<file path="config.mk">
export PLATFORM = sky130hd
export DESIGN_NAME = pa_pwm
export DESIGN_NICKNAME = d
export VERILOG_FILES = /design/src/rtl/pa_pwm_pkg.sv /design/src/rtl/pa_ctrl_reg.sv /design/src/rtl/pa_seq_fsm.sv /design/src/rtl/pa_phase_core.sv /design/src/rtl/pa_pwm.sv
export SDC_FILE = /design/constraint.sdc
export NUM_CORES = 1
export LEC_CHECK = 0
export ABC_AREA = 1
export BUFFER_PORTS_ARGS = -buffer_cell sky130_fd_sc_hd__buf_2
export CORE_ASPECT_RATIO = 0.8
export CORE_MARGIN = 2
export CORE_UTILIZATION = 57
export CTS_CLUSTER_SIZE = 25
export DETAILED_ROUTE_END_ITERATION = 6
export GPL_TIMING_DRIVEN = 0
export PLACE_DENSITY = 0.89
export SYNTH_ARGS = -nofsm -noshare
export SYNTH_HDL_FRONTEND = slang
export SYNTH_HIERARCHICAL = 1
export SYNTH_SLANG_ARGS = --single-unit
export TNS_END_PERCENT = 1
</file>
<file path="constraint.sdc">
create_clock -name clk -period 2.7 [get_ports clk]
set_input_delay 0.27 -clock clk [delete_from_list [all_inputs] [get_ports clk]]
set_output_delay 0.27 -clock clk [all_outputs]
set_load 0.02 [all_outputs]
</file>
<file path="src/rtl/pa_pwm_pkg.sv">
package pa_pwm_pkg;

    localparam int CW_W      = 32;
    localparam int EN_POS    = 31;
    localparam int UPD_POS   = 30;
    localparam int STEP_LSB  = 8;
    localparam int THR_W     = 8;

    typedef enum logic [1:0] {
        S_OFF  = 2'd0,
        S_RUN  = 2'd1,
        S_HOLD = 2'd2
    } pa_state_e;

endpackage

</file>
<file path="src/rtl/pa_ctrl_reg.sv">
module pa_ctrl_reg
    import pa_pwm_pkg::*;
#(
    parameter int STEP_W = 16
) (
    input  logic              clk,
    input  logic              rst,
    input  logic              we,
    input  logic [CW_W-1:0]   wdata,
    input  logic              commit,
    output logic              en,
    output logic              pend,
    output logic [STEP_W-1:0] step_stg,
    output logic [THR_W-1:0]  thr_stg,
    output logic [CW_W-1:0]   rdata
);

    localparam int STEP_MSB = STEP_LSB + STEP_W - 1;

    logic [STEP_W-1:0] wr_step;
    logic [THR_W-1:0]  wr_thr;
    logic              wr_upd;
    logic              wr_en;
    logic              accept;

    assign wr_step = wdata[STEP_MSB:STEP_LSB];
    assign wr_thr  = wdata[THR_W-1:0];
    assign wr_upd  = wdata[UPD_POS];
    assign wr_en   = wdata[EN_POS];
    assign accept  = we && !pend;

    // enable is always writable
    always_ff @(posedge clk) begin
        if (rst) begin
            en <= 1'b0;
        end else if (we) begin
            en <= wr_en;
        end
    end

    // staged fields only when nothing is pending
    always_ff @(posedge clk) begin
        if (rst) begin
            step_stg <= '0;
            thr_stg  <= '0;
        end else if (accept) begin
            step_stg <= wr_step;
            thr_stg  <= wr_thr;
        end
    end

    // request flag: commit wins over a (blocked) write
    always_ff @(posedge clk) begin
        if (rst) begin
            pend <= 1'b0;
        end else if (commit) begin
            pend <= 1'b0;
        end else if (accept) begin
            pend <= wr_upd;
        end
    end

    always_comb begin
        rdata                     = '0;
        rdata[EN_POS]             = en;
        rdata[UPD_POS]            = pend;
        rdata[STEP_MSB:STEP_LSB]  = step_stg;
        rdata[THR_W-1:0]          = thr_stg;
    end

endmodule

</file>
<file path="src/rtl/pa_seq_fsm.sv">
module pa_seq_fsm
    import pa_pwm_pkg::*;
(
    input  logic clk,
    input  logic rst,
    input  logic en,
    input  logic pend,
    input  logic wrap,
    output logic run,
    output logic commit
);

    pa_state_e state_q;
    pa_state_e state_d;

    always_ff @(posedge clk) begin
        if (rst) begin
            state_q <= S_OFF;
        end else begin
            state_q <= state_d;
        end
    end

    always_comb begin
        state_d = state_q;
        unique case (state_q)
            S_OFF: begin
                if (en) state_d = S_RUN;                 // go
            end
            S_RUN: begin
                if (!en)      state_d = S_OFF;           // stop
                else if (pend) state_d = S_HOLD;         // arm
            end
            S_HOLD: begin
                if (!en)      state_d = S_OFF;           // stop
                else if (wrap) state_d = S_RUN;          // land
            end
            default: state_d = S_OFF;
        endcase
    end

    always_comb begin
        run    = 1'b0;
        commit = 1'b0;
        unique case (state_q)
            S_OFF: begin
                commit = pend;
            end
            S_RUN: begin
                run = en;
            end
            S_HOLD: begin
                run    = en;
                commit = pend && wrap;
            end
            default: begin
                run    = 1'b0;
                commit = 1'b0;
            end
        endcase
    end

endmodule

</file>
<file path="src/rtl/pa_phase_core.sv">
module pa_phase_core
    import pa_pwm_pkg::*;
#(
    parameter int STEP_W = 16
) (
    input  logic              clk,
    input  logic              rst,
    input  logic              run,
    input  logic              commit,
    input  logic [STEP_W-1:0] step_stg,
    input  logic [THR_W-1:0]  thr_stg,
    output logic              wrap,
    output logic [STEP_W-1:0] acc,
    output logic              pwm_out
);

    localparam int ACC_W = STEP_W;

    logic [STEP_W-1:0] step_act;
    logic [THR_W-1:0]  thr_act;
    logic [ACC_W:0]    sum;
    logic [THR_W-1:0]  phase_hi;

    assign sum      = {1'b0, acc} + {1'b0, step_act};
    assign wrap     = run && sum[ACC_W];
    assign phase_hi = acc[ACC_W-1 -: THR_W];

    always_ff @(posedge clk) begin
        if (rst) begin
            step_act <= '0;
            thr_act  <= '0;
        end else if (commit) begin
            step_act <= step_stg;
            thr_act  <= thr_stg;
        end
    end

    always_ff @(posedge clk) begin
        if (rst) begin
            acc <= '0;
        end else if (run) begin
            acc <= sum[ACC_W-1:0];
        end else begin
            acc <= '0;
        end
    end

    assign pwm_out = run && (phase_hi >= thr_act);

endmodule

</file>
<file path="src/rtl/pa_pwm.sv">
module pa_pwm
    import pa_pwm_pkg::*;
#(
    parameter int STEP_W = 16
) (
    input  logic        clk,
    input  logic        rst,
    input  logic        cfg_we,
    input  logic [31:0] cfg_wdata,
    output logic [31:0] cfg_rdata,
    output logic        pwm_out
);

    logic              en;
    logic              pend;
    logic              run;
    logic              commit;
    logic              wrap;
    logic [STEP_W-1:0] step_stg;
    logic [THR_W-1:0]  thr_stg;
    logic [STEP_W-1:0] acc_w;

    pa_ctrl_reg #(.STEP_W(STEP_W)) u_reg (
        .clk      (clk),
        .rst      (rst),
        .we       (cfg_we),
        .wdata    (cfg_wdata),
        .commit   (commit),
        .en       (en),
        .pend     (pend),
        .step_stg (step_stg),
        .thr_stg  (thr_stg),
        .rdata    (cfg_rdata)
    );

    pa_seq_fsm u_fsm (
        .clk    (clk),
        .rst    (rst),
        .en     (en),
        .pend   (pend),
        .wrap   (wrap),
        .run    (run),
        .commit (commit)
    );

    pa_phase_core #(.STEP_W(STEP_W)) u_core (
        .clk      (clk),
        .rst      (rst),
        .run      (run),
        .commit   (commit),
        .step_stg (step_stg),
        .thr_stg  (thr_stg),
        .wrap     (wrap),
        .acc      (acc_w),
        .pwm_out  (pwm_out)
    );

endmodule

</file>
==> results.txt, run 1 <==
Most frequent cells in the layout -> nand2_1 (153), inv_1 (88), nor2_1 (82)
Flops & latches, synth -> 68
Via/cell ratio -> 5.05
Total core area -> 6820 um2
Worst-Skew Late Latency -> 0.34 ns
Area Growth Syn to Fin -> 16.6%
Cell internal pwr -> 1.83 mW
Layout cell share with drive strength beyond 1 -> 21.7%
Clock sink total -> 68
Avg WL per Cell -> 12.1 um
Initial antenna violation count -> 0
Total GRT Usage -> 23.8%
Grt ovf -> 0
CP delay by family, top -> adder cells
I/O pins -> 68
Critical-path top delay cell -> fa_1
Via count -> 3794
Placed cell count -> 735
Req. time, crit path -> 2.95 ns
Rows -> 27
Clock power frac -> 32.3%
Max-cap violations -> 0
Synth Flop Type -> dfxtp_1
Syn avg cell area -> 6.78 um2
Clk root buf -> clkbuf_8
Setup slack after layout -> 0.204 ns
Final Hold Vio Count -> 0
Cell variety after synth -> 27
Port bufs -> 54
Clock transition at path regs -> 0.07 ns
Setup-failing EPs final -> 0
Worst r2r dst -> u_core/thr_act[4]
Commonest non-fill, non-tap cell in the layout -> nand2_1
Sequential Power Share -> 42.7%
Largest net degree at the start of global routing -> 12
Hold_ws -> 0.168 ns
WP data arrival -> 2.75 ns
Slowest stage delay, CP -> 0.42 ns
VDD IR-drop max -> 0.000434 V
CTS tree -> done
Synth Instances -> 589
Cells along the critical path -> ha_1 > fa_1 > nand3_1 > nand3_2 > nand3_2 > nand3_2 > a21oi_2 > nor2_2 > nand2_1 > a21oi_1 > buf_4 > inv_2 > buf_6 > nor2_1 > a211oi_1
Startpoint types -> flip-flop
Hold/Removal Path Class -> in -> reg
PD cells -> 574 nW/um2
Post-route DRC -> 0
Reg-to-Reg Start -> u_core/step_act[0]
Hold_buf cts -> 0
Vias in the first global route -> 3470
R2R depth -> 15
R2R setup slack -> 0.20 ns
Initial core utilization -> 58.5%
RSZ-0062 raised after global routing -> false
First-pass GRT wire length -> 15000 um
Setup Fix Bufs, Post-CTS -> 0
CTS H-tree lvls -> 3
Sw Pwr -> 838 uW
Critical path depth in cells -> 15
P_leak -> 2.52 nW
Remaining antenna violation count after routing -> 0
Synth warn -> 6
Sequential cell area fraction in the yosys report -> 34.1%
Sw frac -> 31.4%
Most used cell, CP -> nand3_2
CTS Buf Count -> 9
Worst Setup EP -> u_core/thr_act[4]
Outcome -> completed
1st-pass router iterations -> 4
Slew HR -> 66.0%
Final Critical Period -> 2.50 ns
Pre-CTS setup slack -> -0.0302 ns
Worst Tran Pin Value -> 0.511 ns
Fin. max-slew vios -> 0
Layout Utilization -> 68.3%
Ant diodes -> 0
Resized Gates After CTS -> 3
Die area -> 7700 um2
Asr flop ratio synth -> 0%
Achievable Freq -> 401 MHz
Fin cells -> 751
CP endpoint kind -> flip-flop
Worst path bufs/invs -> 3
DPL Wire Length -> 6790 um
Final net count -> 723
CP Launch Point -> u_core/step_act[0]
Chip Height -> 78.9 um
Clock skew -> 0.00793 ns
RePlAce Congestion -> 0.919
Logic pwr share -> 25.0%
Hold_sp -> cfg_wdata[31]
Number of synthesized flops with an enable pin -> 0
Crit Path Max Fanout -> 10
Die width -> 97.6 um
Clock Path Buffers -> 2
Total Wirelength -> 9050 um
Crit path kind -> reg -> reg
Final worst-path cycle share -> 92.4%
DRT iter0 DRCs -> 190
Cell Area, Synth -> 4000 um2
cell families (layout without fill, tap and decap cells):
group | after synthesis | in the layout | share of synthesized area [%]
buffers and inverters | 142 | 212 | 17.9
other | 1 | 6 | 0.0939
DFF | 68 | 68 | 34.1
AOI/OAI and AO/OA | 56 | 56 | 7.45
and+or+nand+nor | 293 | 293 | 31.2
adders and majority gates | 29 | 29 | 9.27
worst register-to-register path: cells and delay by family (launching register included):
| kind | cells | cell delay (ns) |
|---|---|---|
| adders and majority gates | 2 | 0.63 |
| and+or+nand+nor | 7 | 0.60 |
| buffers and inverters | 3 | 0.42 |
| AOI/OAI and AO/OA | 3 | 0.42 |
| DFF | 1 | 0.33 |
through the flow:
step,instance area (um2),setup TNS (ns),total power [mW]
after detailed placement,4390,-0.0422,1.80
after floorplan,4010,0,1.64
after CTS,4600,0,2.67
after global placement,4390,0,1.77
after global routing,4660,0,2.81
final,4660,0,2.67
how the worst min path moves through the flow:
stage,end,slack (ns),cells past startpoint
2_1_floorplan,u_reg/en,0.40,2
3_3_place_gp,u_core/step_act[2],0.46,2
3_5_place_dp,u_core/thr_act[7],0.46,2
4_1_cts,u_reg/en,0.15,3
5_1_grt,u_reg/en,0.17,3
6_report,u_reg/en,0.17,3
synthesized netlist by cell type (5+ instances only):
master,count,share of area [%]
a211oi_1,7,1.3
a21oi_1,40,5.0
buf_2,5,0.63
buf_4,36,6.8
dfxtp_1,68,34
ha_1,28,8.8
inv_1,89,8.4
nand2_1,153,14
nand3_1,32,4.0
nand3_2,8,2.0
nor2_1,84,7.9
nor2_2,6,0.94
o21ai_0,9,1.1
flip-flops by register name (all words and copies together), names as in the netlist:
signal,count
u_core/acc,16
u_core/step_act,16
u_core/thr_act,8
u_reg/step_stg,16
u_reg/pend,1
u_reg/thr_stg,8
u_reg/en,1
u_fsm/state_q,2
power by group through the flow:
stage | sequential [mW] | combinational, mW | clock (mW)
after floorplan | 1.19 | 0.451 | 0
after detailed placement | 1.16 | 0.640 | 0
after global routing | 1.15 | 0.749 | 0.907
final | 1.14 | 0.668 | 0.863
after global placement | 1.16 | 0.610 | 0
after CTS | 1.14 | 0.654 | 0.874
cell type report:
type / count / area [um2]
Clock buffer: 13 / 159
Tap cell: 87 / 109
Clock inverter: 3 / 45.0
Buffer: 50 / 387
Fill cell: 552 / 2170
Sequential cell: 68 / 1360
Multi-Input combinational cell: 384 / 1980
Timing Repair Buffer: 54 / 270
Inverter: 92 / 345
routing by layer:
layer	part of all wire (%)	vias up	track usage (%)
met5	0	-	0
met4	2.7	0	9.31
met3	6.6	27	6.25
met2	46	135	40.3
met1	45	1725	29.3
li1	-	1907	-
No activity file was read; power rests on OpenSTA's default activity.
==> inputs of run 2 (changes only) <==
RECOVER_POWER = 25   (was unset)
==> results.txt, run 2 (synthesis gave the netlist of run 1 again) <==
CTS H-tree lvls -> 3 (unchanged)
P_leak -> 2.49 nW (-1.2%)
WP data arrival -> 2.76 ns (about the same)
Grt ovf -> 0 (unchanged)
Clock power frac -> 32.4% (about the same)
Port bufs -> 54 (unchanged)
Worst path bufs/invs -> 3 (unchanged)
Crit Path Max Fanout -> 10 (unchanged)
Fin. max-slew vios -> 0 (unchanged)
Slowest stage delay, CP -> 0.37 ns (-0.05 ns)
First-pass GRT wire length -> 15000 um (unchanged)
Via count -> 3786 (-0.21%)
Pre-CTS setup slack -> -0.0302 ns (unchanged)
VDD IR-drop max -> 0.000421 V (-3.1%)
Total Wirelength -> 9100 um (+0.49%)
Hold/Removal Path Class -> in -> reg
Largest registers -> u_core/acc (16), u_core/step_act (16), u_reg/step_stg (16)
Post-route DRC -> 0 (unchanged)
Worst Tran Pin Value -> 0.500 ns (-0.0105 ns)
CTS Buf Count -> 9 (unchanged)
Req. time, crit path -> 2.95 ns (about the same)
1st-pass router iterations -> 5 (+1)
Setup slack after layout -> 0.188 ns (-0.0156 ns)
Total core area -> 6820 um2 (unchanged)
Final worst-path cycle share -> 93.0% (+0.58 points)
Die width -> 97.6 um (unchanged)
Chip Height -> 78.9 um (unchanged)
Cells along the critical path -> ha_4 > nand2_1 > nor2_2 > nand2_1 > nand3_2 > a21oi_2 > nor2_2 > nand2_1 > a21oi_1 > buf_4 > inv_2 > buf_4 > a211oi_1
Vias in the first global route -> 3470 (unchanged)
Final net count -> 723 (unchanged)
Placed cell count -> 735 (unchanged)
Ant diodes -> 0 (unchanged)
Max-cap violations -> 0 (unchanged)
Final instance area -> 4620 um2 (-0.75%)
Total GRT Usage -> 23.8% (unchanged)
Startpoint types -> flip-flop
CP delay by family, top -> simple AND/OR/NAND/NOR gates
Via/cell ratio -> 5.04 (-0.21%)
R2R depth -> 13 (-2)
Die area -> 7700 um2 (unchanged)
Remaining antenna violation count after routing -> 0 (unchanged)
Placed cell area -> 4390 um2 (unchanged)
Critical-path top delay cell -> dfxtp_1
DRT iter0 DRCs -> 201 (+5.8%)
I/O pins -> 68 (unchanged)
Avg WL per Cell -> 12.1 um (+0.49%)
RSZ-0062 raised after global routing -> false
PD cells -> 575 nW/um2 (+0.33%)
Crit path kind -> reg -> reg
CTS tree -> done
Clock Path Buffers -> 2 (unchanged)
Most used cell, CP -> nand2_1
Worst-Skew Late Latency -> 0.34 ns (about the same)
Clock skew -> 0.00790 ns (-0.0000337 ns)
Setup-failing EPs final -> 0 (unchanged)
Sw Pwr -> 834 uW (-0.40%)
Commonest non-fill, non-tap cell in the layout -> nand2_1
Initial antenna violation count -> 0 (unchanged)
Slew HR -> 66.7% (+0.70 points)
Hold_buf cts -> 0 (unchanged)
Sw frac -> 31.4% (about the same)
Logic pwr share -> 24.7% (-0.3 points)
Largest net degree at the start of global routing -> 12 (unchanged)
Clock sink total -> 68 (unchanged)
Critical path depth in cells -> 13 (-2)
Area Growth Syn to Fin -> 15.7%
Final Hold Vio Count -> 0 (unchanged)
Design Power -> 2.66 mW (-0.43%)
Clk root buf -> clkbuf_8
Cell internal pwr -> 1.83 mW (-0.44%)
Rows -> 27 (unchanged)
Achievable Freq -> 398 MHz (-0.62%)
RePlAce Congestion -> 0.919 (unchanged)
DPL Wire Length -> 6790 um (unchanged)
Layout cell share with drive strength beyond 1 -> 20.5% (-1.2 points)
Clock transition at path regs -> 0.07 ns (about the same)
CP endpoint kind -> flip-flop
Final Critical Period -> 2.51 ns (+0.0156 ns)
Fin cells -> 751 (unchanged)
Initial core utilization -> 58.5% (unchanged)
Sequential Power Share -> 42.8% (about the same)
WHS Path Cells -> 3 (unchanged)
Outcome -> completed
Most frequent cells in the layout -> nand2_1 (153), inv_1 (89), nor2_1 (83)
## run 2: changes by cell type in the layout (fill, tap and decap cells not counted), sizes merged
cell    change
clkbuf      +6
buf         -6
## run 2: path summary, 6_finish.rpt
kind                       startpoint           endpoint  slack, ns
setup / recovery  u_core/step_act[10]  u_core/thr_act[4]       0.19
hold / removal          cfg_wdata[31]           u_reg/en       0.17
setup reg to reg  u_core/step_act[10]  u_core/thr_act[4]       0.19
hold reg to reg     u_core/thr_act[3]  u_core/thr_act[3]       0.47
## run 2: layer usage
layer	GRT usage, %	up-vias	wire (um)
li1	-	1908	-
met1	29.3	1725	4060
met2	40.3	132	4250
met3	6.25	21	567
met4	9.31	0	218
met5	0	-	0
## run 2: worst register-to-register path: stages, from the launching register on
cell and delay, ns:
dfxtp_1 0.37, ha_4 0.32, nand2_1 0.14, nor2_2 0.17, nand2_1 0.09, nand3_2 0.12
a21oi_2 0.06, nor2_2 0.16, nand2_1 0.08, a21oi_1 0.21, buf_4 0.22, inv_2 0.07
buf_4 0.18, a211oi_1 0.23
## run 2: final cells by class
cell class / count / area [um2]
Fill cell: 563 / 2200
Multi-Input combinational cell: 384 / 1970
Sequential cell: 68 / 1360
Buffer: 50 / 372
Inverter: 92 / 345
Timing Repair Buffer: 54 / 267
Clock buffer: 13 / 159
Tap cell: 87 / 109
Clock inverter: 3 / 45.0
## run 2: power groups by stage
| stage | sequential [mW] | combinational [mW] | clock, mW |
|---|---|---|---|
| after floorplan | 1.19 | 0.451 | 0 |
| after global placement | 1.16 | 0.610 | 0 |
| after detailed placement | 1.16 | 0.640 | 0 |
| after CTS | 1.14 | 0.654 | 0.874 |
| after global routing | 1.15 | 0.739 | 0.907 |
| final | 1.14 | 0.658 | 0.862 |
## run 2: stage by stage
step,hold slack [ns],TNS (ns),util (%)
floorplan,0.405,0,-
global placement,0.457,0,64.4
detailed placement,0.459,-0.0422,64.4
CTS,0.149,0,67.5
global route,0.174,0,67.7
finish,0.166,0,67.7
## run 2: timing repair
item | 4_1_cts | 5_1_grt
setup buffers | 0 | 0
setup endpoints to repair | 12 | 24
resized for setup | 3 | 15
==> inputs of run 3 (changes only) <==
==> constraint.sdc (replaced) <==
create_clock -name clk -period 2.7 [get_ports clk]
set_input_delay 0.27 -clock clk [delete_from_list [all_inputs] [get_ports clk]]
set_output_delay 0.27 -clock clk [all_outputs]
set_load 0.05 [all_outputs]
==> results.txt, run 3 (synthesis gave the netlist of run 1 again) <==
P_leak -> 2.50 nW (+0.45%)
Worst-Skew Late Latency -> 0.35 ns (about the same)
Slew HR -> 65.8% (-0.90 points)
Area Growth Syn to Fin -> 15.8% (about the same)
Total Wirelength -> 9100 um (about the same)
Critical-path top delay cell -> fa_1
Cell internal pwr -> 1.83 mW (about the same)
Register Area -> 1360 um2 (unchanged)
Fin. max-slew vios -> 0 (unchanged)
Max-cap violations -> 0 (unchanged)
Setup-failing EPs final -> 0 (unchanged)
Most used cell, CP -> nand3_2
DPL Wire Length -> 6790 um (unchanged)
Fin cells -> 751 (unchanged)
Crit path kind -> reg -> reg
Initial antenna violation count -> 0 (unchanged)
Layout cell share with drive strength beyond 1 -> 20.9% (+0.45 points)
Final net count -> 723 (unchanged)
Die area -> 7700 um2 (unchanged)
WP data arrival -> 2.76 ns (about the same)
Final Hold Vio Count -> 0 (unchanged)
Area occupied by multi-input gates -> 1970 um2 (unchanged)
CTS Buf Count -> 9 (unchanged)
Sw frac -> 33.8% (+2.4 points)
Placed cell count -> 735 (unchanged)
Avg WL per Cell -> 12.1 um (about the same)
CTS H-tree lvls -> 3 (unchanged)
RePlAce Congestion -> 0.919 (unchanged)
Final Critical Period -> 2.51 ns (-0.00484 ns)
Sequential Power Share -> 41.3% (-1.5 points)
Worst Tran Pin Value -> 0.514 ns (+0.0135 ns)
Design Power -> 2.76 mW (+3.7%)
Commonest non-fill, non-tap cell in the layout -> nand2_1
Total core area -> 6820 um2 (unchanged)
Clk root buf -> clkbuf_8
1st-pass router iterations -> 5 (unchanged)
Most frequent cells in the layout -> nand2_1 (153), inv_1 (89), nor2_1 (83)
Clock sink total -> 68 (unchanged)
Post-route DRC -> 0 (unchanged)
Grt ovf -> 0 (unchanged)
Hold/Removal Path Class -> in -> reg
Ant diodes -> 0 (unchanged)
Via/cell ratio -> 5.05 (+0.11%)
Vias in the first global route -> 3470 (unchanged)
Remaining antenna violation count after routing -> 0 (unchanged)
RSZ-0062 raised after global routing -> false
Clock skew -> 0.00686 ns (-0.00103 ns)
VDD IR-drop max -> 0.000425 V (+1.0%)
Worst path bufs/invs -> 3 (unchanged)
I/O pins -> 68 (unchanged)
Slowest stage delay, CP -> 0.42 ns (+0.05 ns)
Req. time, crit path -> 2.95 ns (about the same)
Crit Path Max Fanout -> 10 (unchanged)
Port bufs -> 54 (unchanged)
Setup Fix Bufs, Post-CTS -> 0 (unchanged)
Chip Height -> 78.9 um (unchanged)
Startpoint types -> flip-flop
DRT iter0 DRCs -> 195 (-3.0%)
CTS tree -> done
CP endpoint kind -> flip-flop
Largest net degree at the start of global routing -> 12 (unchanged)
Achievable Freq -> 399 MHz (+0.19%)
Via count -> 3790 (+0.11%)
Filler cells -> 561 (-0.36%)
Clock power frac -> 31.3% (-1.1 points)
Rows -> 27 (unchanged)
Outcome -> completed
Sw Pwr -> 931 uW (+12%)
Initial core utilization -> 58.5% (unchanged)
Die width -> 97.6 um (unchanged)
PD cells -> 596 nW/um2 (+3.6%)
First-pass GRT wire length -> 15000 um (unchanged)
Final worst-path cycle share -> 92.8% (-0.18 points)
Clock transition at path regs -> 0.07 ns (about the same)
Logic pwr share -> 27.3% (+2.6 points)
Cells along the critical path -> ha_1 > fa_1 > nand3_1 > nand3_2 > nand3_2 > nand3_2 > a21oi_2 > nor2_2 > nand2_1 > a21oi_1 > buf_4 > inv_2 > buf_6 > nor2_1 > a211oi_1
CP delay by family, top -> adder cells
Clock Path Buffers -> 2 (unchanged)
Total GRT Usage -> 23.8% (unchanged)
Sum of negative setup slack -> 0 ns (unchanged)
Largest registers -> u_core/acc (16), u_core/step_act (16), u_reg/step_stg (16)
## run 3: cell count changes in the layout (fill, tap and decap cells not counted), sizes merged
cell	before	now
buf	93	96
clkbuf	24	21
## run 3: final timing paths
kind / startpoint / endpoint / slack, ns / cells after the start
setup / recovery: u_core/step_act[0] / u_core/thr_act[4] / 0.19 / 15
hold reg to reg: u_core/thr_act[3] / u_core/thr_act[3] / 0.47 / 2
hold / removal: cfg_wdata[31] / u_reg/en / 0.16 / 3
setup reg to reg: u_core/step_act[0] / u_core/thr_act[4] / 0.19 / 15
## run 3: worst register-to-register path: cells and delay by family (launching register included)
| kind | cells | cell delay [ns] |
|---|---|---|
| AOI/OAI and AO/OA | 3 | 0.43 |
| buffers and inverters | 3 | 0.42 |
| adders and majority gates | 2 | 0.63 |
| and+or+nand+nor | 7 | 0.60 |
| DFF | 1 | 0.33 |
## run 3: power groups by stage
stage | combinational (mW) | clock, mW | sequential [mW]
2_1_floorplan | 0.476 | 0 | 1.26
4_1_cts | 0.749 | 0.874 | 1.14
3_5_place_dp | 0.735 | 0 | 1.16
6_report | 0.754 | 0.865 | 1.14
3_3_place_gp | 0.705 | 0 | 1.16
5_1_grt | 0.835 | 0.907 | 1.15
## run 3: layer usage
metal / share of wire, % / vias to the layer above / global-route usage [%] / wire (um)
met5: 0 / - / 0 / 0
met4: 2.6 / 0 / 9.31 / 236
met3: 6.4 / 23 / 6.25 / 586
met2: 47 / 144 / 40.3 / 4250
met1: 44 / 1715 / 29.3 / 4030
li1: - / 1908 / - / -
## run 3: final cells by class
type / count / area share, %
inverters: 92 / 7.46
clock buffers: 13 / 3.43
multi-input cells: 384 / 42.5
well taps: 87 / 2.35
repair buffers: 54 / 5.84
plain buffers: 50 / 8.03
flip-flops and latches: 68 / 29.4
clock inverters: 3 / 0.973
## run 3: timing repair
action | CTS | global route
hold buffers | 0 | 0
endpoints found under the setup margin | 12 | 24
gates resized for setup | 3 | 15
## run 3: through the flow
| step | setup WS (ns) | util (%) | instance area, um2 | hold slack [ns] |
|---|---|---|---|---|
| 6_report | 0.193 | 67.8 | 4630 | 0.163 |
| 5_1_grt | 0.0489 | 67.8 | 4630 | 0.174 |
| 4_1_cts | 0.0567 | 67.5 | 4600 | 0.149 |
| 3_5_place_dp | -0.0302 | 64.4 | 4390 | 0.459 |
| 3_3_place_gp | 0.0804 | 64.4 | 4390 | 0.457 |
| 2_1_floorplan | 0.479 | - | 4010 | 0.405 |
